File: src/rtl/fgmt_pkg.sv
// Package: shared limits and the rotation helper for the thread selector.
// Assumes thread counts of 2..8 and integer-sized index arithmetic.
package fgmt_pkg;

    localparam int MAX_THREADS = 8;

    // Return idx+1 wrapped into 0..n-1.
    function automatic int rr_next(input int idx, input int n);
        return (idx + 1 >= n) ? 0 : idx + 1;
    endfunction

    // Return base+off wrapped into 0..n-1 (off < n).
    function automatic int rr_add(input int base, input int off, input int n);
        return (base + off >= n) ? base + off - n : base + off;
    endfunction

endpackage

File: src/rtl/fgmt_rr_pick.sv
// Rotating first-eligible picker. Starting at start_id, it scans the
// eligibility mask upward with wrap and returns the first set index.
// Assumes start_id < NUM_THREADS. Purely combinational.
module fgmt_rr_pick
    import fgmt_pkg::*;
#(
    parameter int NUM_THREADS = 4,
    localparam int TID_W = $clog2(NUM_THREADS)
) (
    input  logic [NUM_THREADS-1:0] elig_i,
    input  logic [TID_W-1:0]       start_id_i,
    output logic                   found_o,
    output logic [TID_W-1:0]       pick_o
);

    // Scan eligible threads in rotation order beginning at the pointer.
    always_comb begin
        int idx;
        found_o = 1'b0;
        pick_o  = '0;
        for (int i = 0; i < NUM_THREADS; i++) begin
            idx = rr_add(int'(start_id_i), i, NUM_THREADS);
            if (!found_o && elig_i[idx]) begin
                found_o = 1'b1;
                pick_o  = TID_W'(idx);
            end
        end
    end

endmodule

File: src/rtl/fgmt_occupancy.sv
// Per-thread pipeline occupancy tracker. An issue loads a countdown of
// PIPE_STAGES-1, and a thread counts as free again only when its count
// reaches zero. Assumes PIPE_STAGES >= 2 and a one-hot issue vector.
module fgmt_occupancy #(
    parameter int NUM_THREADS = 4,
    parameter int PIPE_STAGES = 4,
    localparam int CNT_W = (PIPE_STAGES > 2) ? $clog2(PIPE_STAGES) : 1
) (
    input  logic                   clk,
    input  logic                   rst_n,
    input  logic [NUM_THREADS-1:0] issue_oh_i,
    output logic [NUM_THREADS-1:0] free_o
);

    localparam logic [CNT_W-1:0] LOAD_VAL = CNT_W'(PIPE_STAGES - 1);

    for (genvar t = 0; t < NUM_THREADS; t++) begin : g_thr
        logic [CNT_W-1:0] cnt_q;

        // Load on issue, otherwise count down toward free.
        always_ff @(posedge clk) begin
            if (!rst_n)                cnt_q <= '0;
            else if (issue_oh_i[t])    cnt_q <= LOAD_VAL;
            else if (cnt_q != '0)      cnt_q <= cnt_q - 1'b1;
        end

        assign free_o[t] = (cnt_q == '0);

        // a thread is never issued twice in consecutive cycles.
        a_r8_no_back_to_back: assert property (@(posedge clk) disable iff (!rst_n)
            issue_oh_i[t] |=> !issue_oh_i[t]);

        // an issue may only hit a thread whose countdown has expired.
        a_r8_issue_when_free: assert property (@(posedge clk) disable iff (!rst_n)
            issue_oh_i[t] |-> (cnt_q == '0));
    end

endmodule

File: src/rtl/fgmt_pc_bank.sv
// Bank of private program counters, one per thread context. Redirects
// take priority over the sequential advance. The read port is
// combinational so the chosen PC reaches fetch in the same cycle.
// Assumes a one-hot (or zero) issue vector.
module fgmt_pc_bank #(
    parameter int                NUM_THREADS  = 4,
    parameter int                PC_W         = 32,
    parameter int                INSTR_BYTES  = 4,
    parameter logic [PC_W-1:0]   START_BASE   = 32'h0000_1000,
    parameter logic [PC_W-1:0]   START_STRIDE = 32'h0000_0100,
    localparam int               TID_W        = $clog2(NUM_THREADS)
) (
    input  logic                        clk,
    input  logic                        rst_n,
    input  logic [NUM_THREADS-1:0]      issue_oh_i,
    input  logic [NUM_THREADS-1:0]      redir_v_i,
    input  logic [NUM_THREADS*PC_W-1:0] redir_pc_i,
    input  logic [TID_W-1:0]            rd_id_i,
    output logic [PC_W-1:0]             rd_pc_o
);

    localparam logic [PC_W-1:0] STEP = PC_W'(INSTR_BYTES);

    logic [PC_W-1:0] pc_q [NUM_THREADS];

    for (genvar t = 0; t < NUM_THREADS; t++) begin : g_pc
        localparam logic [PC_W-1:0] START_PC = START_BASE + PC_W'(t) * START_STRIDE;
        logic [PC_W-1:0] tgt;
        assign tgt = redir_pc_i[t*PC_W +: PC_W];

        // Hold, advance or overwrite this thread's PC.
        always_ff @(posedge clk) begin
            if (!rst_n)             pc_q[t] <= START_PC;
            else if (redir_v_i[t])  pc_q[t] <= tgt;
            else if (issue_oh_i[t]) pc_q[t] <= pc_q[t] + STEP;
        end

        // a redirect lands regardless of a simultaneous issue.
        a_r7_redirect_wins: assert property (@(posedge clk) disable iff (!rst_n)
            redir_v_i[t] |=> pc_q[t] == $past(tgt));

        // an issue without a redirect steps the PC by one instruction.
        a_r6_step_on_issue: assert property (@(posedge clk) disable iff (!rst_n)
            (issue_oh_i[t] && !redir_v_i[t]) |=> pc_q[t] == $past(pc_q[t]) + STEP);

        // no issue and no redirect leaves the PC untouched.
        a_r6_hold_idle: assert property (@(posedge clk) disable iff (!rst_n)
            (!issue_oh_i[t] && !redir_v_i[t]) |=> $stable(pc_q[t]));
    end

    // Combinational read of the selected context's PC.
    assign rd_pc_o = pc_q[rd_id_i];

endmodule

File: src/rtl/fgmt_scheduler.sv
// Fine-grained thread selector (top). Every cycle it chooses the next
// runnable thread in rotation, drives that thread's PC and tag to fetch
// with no switch penalty, and steps the rotation pointer past it.
// Assumes 2 <= NUM_THREADS <= 8, PIPE_STAGES >= 2, synchronous reset.
module fgmt_scheduler
    import fgmt_pkg::*;
#(
    parameter int              NUM_THREADS  = 4,
    parameter int              PIPE_STAGES  = 4,
    parameter int              PC_W         = 32,
    parameter int              INSTR_BYTES  = 4,
    parameter logic [PC_W-1:0] START_BASE   = 32'h0000_1000,
    parameter logic [PC_W-1:0] START_STRIDE = 32'h0000_0100,
    localparam int             TID_W        = $clog2(NUM_THREADS)
) (
    input  logic                        clk,
    input  logic                        rst_n,
    input  logic [NUM_THREADS-1:0]      thr_ready_i,
    input  logic [NUM_THREADS-1:0]      thr_stall_i,
    input  logic [NUM_THREADS-1:0]      redir_valid_i,
    input  logic [NUM_THREADS*PC_W-1:0] redir_pc_i,
    output logic                        fetch_valid_o,
    output logic [TID_W-1:0]            fetch_tid_o,
    output logic [PC_W-1:0]             fetch_pc_o
);

    logic [TID_W-1:0]       ptr_q;
    logic [NUM_THREADS-1:0] free_w;
    logic [NUM_THREADS-1:0] elig_w;
    logic [NUM_THREADS-1:0] issue_oh;
    logic                   found_w;
    logic [TID_W-1:0]       pick_w;

    // A thread is eligible when runnable, not stalled and out of the pipe.
    assign elig_w = thr_ready_i & ~thr_stall_i & free_w;

    fgmt_rr_pick #(.NUM_THREADS(NUM_THREADS)) u_pick (
        .elig_i     (elig_w),
        .start_id_i (ptr_q),
        .found_o    (found_w),
        .pick_o     (pick_w)
    );

    // Expand the chosen index into a one-hot issue vector.
    always_comb begin
        issue_oh = '0;
        if (found_w) issue_oh[pick_w] = 1'b1;
    end

    fgmt_occupancy #(.NUM_THREADS(NUM_THREADS), .PIPE_STAGES(PIPE_STAGES)) u_occ (
        .clk        (clk),
        .rst_n      (rst_n),
        .issue_oh_i (issue_oh),
        .free_o     (free_w)
    );

    fgmt_pc_bank #(
        .NUM_THREADS (NUM_THREADS),
        .PC_W        (PC_W),
        .INSTR_BYTES (INSTR_BYTES),
        .START_BASE  (START_BASE),
        .START_STRIDE(START_STRIDE)
    ) u_pcs (
        .clk        (clk),
        .rst_n      (rst_n),
        .issue_oh_i (issue_oh),
        .redir_v_i  (redir_valid_i),
        .redir_pc_i (redir_pc_i),
        .rd_id_i    (pick_w),
        .rd_pc_o    (fetch_pc_o)
    );

    // Move the pointer one past the issued thread; hold it on a bubble.
    always_ff @(posedge clk) begin
        if (!rst_n)       ptr_q <= '0;
        else if (found_w) ptr_q <= TID_W'(rr_next(int'(pick_w), NUM_THREADS));
    end

    assign fetch_valid_o = found_w;
    assign fetch_tid_o   = pick_w;

    // a bubble leaves the rotation pointer where it was.
    a_r9_bubble_holds_ptr: assert property (@(posedge clk) disable iff (!rst_n)
        !fetch_valid_o |=> $stable(ptr_q));

    // after an issue the pointer sits one past the issued thread.
    a_r2_ptr_follows_issue: assert property (@(posedge clk) disable iff (!rst_n)
        fetch_valid_o |=> int'(ptr_q) == rr_next(int'($past(fetch_tid_o)), NUM_THREADS));

    // only a ready, unstalled thread is ever issued.
    a_r3_issue_runnable: assert property (@(posedge clk) disable iff (!rst_n)
        fetch_valid_o |-> (thr_ready_i[fetch_tid_o] && !thr_stall_i[fetch_tid_o]));

    // at most one thread is issued per cycle.
    a_r5_single_issue: assert property (@(posedge clk) disable iff (!rst_n)
        $onehot0(issue_oh));

endmodule

File: config.mk
export PLATFORM = sky130hd
export DESIGN_NAME = fgmt_scheduler
export DESIGN_NICKNAME = d
export VERILOG_FILES = /design/src/rtl/fgmt_pkg.sv /design/src/rtl/fgmt_rr_pick.sv /design/src/rtl/fgmt_occupancy.sv /design/src/rtl/fgmt_pc_bank.sv /design/src/rtl/fgmt_scheduler.sv
export SDC_FILE = /design/constraint.sdc
export NUM_CORES = 1
export LEC_CHECK = 0
export BUFFER_PORTS_ARGS = -buffer_cell sky130_fd_sc_hd__buf_4
export CAP_MARGIN = 0
export CELL_PAD_IN_SITES_DETAIL_PLACEMENT = 0
export CELL_PAD_IN_SITES_GLOBAL_PLACEMENT = 2
export CORE_MARGIN = 1.5
export CORE_UTILIZATION = 38
export DETAILED_ROUTE_END_ITERATION = 10
export HOLD_SLACK_MARGIN = 0.06
export PLACE_DENSITY = 0.91
export SLEW_MARGIN = 40
export SYNTH_ARGS = -nofsm -noshare
export SYNTH_HDL_FRONTEND = slang
export SYNTH_SLANG_ARGS = --single-unit
File: constraint.sdc
create_clock -name clk -period 6.9 [get_ports clk]
set_clock_uncertainty 0.1 [all_clocks]
set_input_delay 2.07 -clock clk [delete_from_list [all_inputs] [get_ports clk]]
set_output_delay 2.07 -clock clk [all_outputs]
set_load 0.05 [all_outputs]
==> out/qor.txt <==
outcome: complete, no violations
unrepaired setup endpoints after global routing: no
Hold-fix buffers, CTS: 0
Reg clk slew, reported paths: 60 ps
leak pwr: 4.003 nW
CP endpoint kind: primary output
Worst R2R Setup Slack: 3790 ps
final setup margin: 724.9 ps
sw power: 0.001238 W
# nets final: 1177
post-CTS sizing: 0
Port Buffers: 176
Max-Cap Viols: 0
Num Clock Sinks: 138
maximum number of pins on one net before global-route repair: 37
Synth warnings: 0
root buf cell: clkbuf_16
Crit path top cell by count: buf_4
Top-Level Pins: 177
Die Y: 155.2 um
DP Area: 10380 um2
n_diodes: 0
Seq pwr share: 35.4%
initial antenna violation count: 0
drt first pass iters: 5
H-Tree Depth: 4
Vias/cell: 5.533
Hold Crit Class: flop to flop
Max IR drop VDD: 143.3 uV
Cell Pwr Density: 312.4 nW/um2
drt drc: 0
Avg Cell Area, Syn: 10.22 um2
Final Hold Fails: 0
post-synthesis cell type count: 50
Final Setup Violations: 0
DP Wirelength: 20270 um
Fmax: 161.9 MHz
1st-iter DRT viols: 715
Initial Utilization: 38.75%
post-synthesis cell count: 861
final instance area: 11060 um2
Post-Place Cells: 1292
Area growth syn-to-layout: 25.71%
Buffers & Inverters on Critical Path: 3
count of final max-slew check failures: 0
Worst Tran Pin Value: 750.3 ps
Tcrit/Tclk final: 89.49%
Post-Syn Area: 8800 um2
Slowest-stage cell, CP: mux4_1
total track usage: 22.57%
Clk pwr share: 30.7%
clk buf depth: 2
Die ar.: 24080 um2
drt wl/cell: 20.25 um
TNS Setup: 0 ps
Most used DFF post-synth: edfxtp_1
global-route wire length before repair: 40800 um
Critical Path Max Stage Delay: 590 ps
GP Congestion: 0.8913
DIE WIDTH: 155.2 um
main combinational cell family by area after synthesis: simple AND/OR/NAND/NOR gates
CP Data Required Time: 4730 ps
Clock Latency Late Sink: 430 ps
Hold Slack: 482.0 ps
Critical Path Fanout Max: 36
Yosys reg bits: 138
total CTS buffers: 17
CP arrival: 4010 ps
FFs w/ async S/R, synth: 0%
Sw Ratio: 35.84%
Vias: 7326
gr ovfl total: 0
share of post-route cells with drive strength above 1: 25.99%
Cell Count, Final, Fillers Out: 1324
register area share after synthesis: 45.95%
number of global-route vias before repair: 6908
Post-Synth Adder-Cell Area: 1.280%
Fillers: 2162
crit path kind: primary input to primary output
CTS tree: yes
Relative slew margins: 49.98%
fin crit period: 6175 ps
Synth Area in Compound Gates: 9.000%
Place WS: 697.6 ps
Worst setup SP type: primary input
cell family with most CP delay: buffers and inverters
number of flops mapped to enable cells by yosys: 128
Combinational Power Share: 33.9%
Post CTS Setup Buffer Count: 0
crit-path cells: buf_4 -> nand3b_1 -> o21a_1 -> a22oi_2 -> buf_12 -> mux4_1 -> buf_4
Routed WL: 26810 um
XOR/XNOR Fraction of Synth Area: 11.45%
Synth Net Count: 1012
Synth Area in Simple Gates: 20.13%
Core Area: 22710 um2
Rows: 55
design internal power: 0.002217 W
post-route ant nets: 0
mux contribution to synthesized area: 8.730%
## Yosys cell counts, types with 4 or more instances
library cell  number  share of area (%)
nand2_1          148                6.3
edfxtp_1         128                 44
o21ai_0          108                6.1
xnor2_1           59                5.9
xor2_1            56                5.6
nand3_1           45                2.6
nand4_1           32                2.3
mux4_2            31                7.9
inv_1             29                1.2
nor2_1            26                1.1
clkbuf_1          24                1.0
nor3_1            23                1.3
and3_1            17                1.2
and4_1            13                1.3
nor4_1            12               0.85
dfxtp_1           10                2.3
ha_1               9                1.3
o22a_1             7               0.70
a21boi_0           6               0.51
and2_1             6               0.43
or2_2              6               0.43
a21oi_1            5               0.28
nand2b_1           5               0.36
nand3b_1           5               0.43
buf_6              4               0.51
nor2b_1            4               0.28
## cells by family after synthesis
| logic type | Yosys count |
|---|---|
| simple gates | 353 |
| compound gates | 142 |
| flops | 138 |
| xor+xnor | 115 |
| buf+inv | 68 |
| mux | 36 |
| fa+ha+maj | 9 |
## per-stage QoR
step	util (%)	total power (W)
final	48.71	0.003456
after global routing	48.71	0.003590
after CTS	48.67	0.003469
after detailed placement	45.71	0.002411
after global placement	45.63	0.002398
after floorplan	-	0.002019
## placed cells by master (no fill, tap or decap), drive strengths merged, types with 7 or more instances in the layout
master,count
dfxtp,10
buf,185
inv,32
nand3,46
nor3,26
ha,9
mux4,32
clkbuf,18
xor2,56
and3,17
edfxtp,128
and4,13
nor4,13
nand4,32
xnor2,59
nor2,26
o21ai,111
o22a,7
nand2,148
## cell type report
type,count,area [um2],area share (%)
multi-input combinational,655,4479,40.49
inverter,29,108.9,0.9840
timing repair buffer,185,1401,12.67
sequential,138,4044,36.56
clock buffer,18,429.2,3.880
tap,285,356.6,3.224
clock inverter,14,242.7,2.194
## path summary, 6_finish.rpt
kind | startpoint | to | cells past startpoint
setup / recovery | thr_stall_i[2] | fetch_pc_o[6] | 7
hold / removal | u_occ.g_thr[2].cnt_q[0] | u_occ.g_thr[2].cnt_q[0] | 2
setup reg to reg | u_occ.g_thr[2].cnt_q[0] | u_pcs.pc_q[3][9] | 10
hold reg to reg | u_occ.g_thr[2].cnt_q[0] | u_occ.g_thr[2].cnt_q[0] | 2
## worst min-delay path, delay by kind of cell (launching register included)
family | cells | cell delay (ps)
AO/OA/AOI/OAI | 1 | 80
XOR/XNOR | 1 | 140
flip-flops | 1 | 310
## registers in the layout (all words and copies together) (netlist names)
register	count
ptr_q	2
u_pcs.pc_q	128
u_occ.g_thr.cnt_q	8
## power by group through the flow
stage | combinational [W] | clock, W | sequential [W]
5_1_grt | 0.00125 | 0.00110 | 0.00124
6_report | 0.00117 | 0.00106 | 0.00122
3_5_place_dp | 0.00118 | 0 | 0.00123
3_3_place_gp | 0.00116 | 0 | 0.00123
4_1_cts | 0.00118 | 0.00107 | 0.00122
2_1_floorplan | 0.000862 | 0 | 0.00116
## layer usage
layer  global-route usage (%)  part of all wire [%]
met1                    32.24                    47
met2                    35.40                    46
met3                    3.092                   4.8
met4                    7.574                   2.3
met5                        0                     0
No activity file was read; power rests on OpenSTA's default activity.
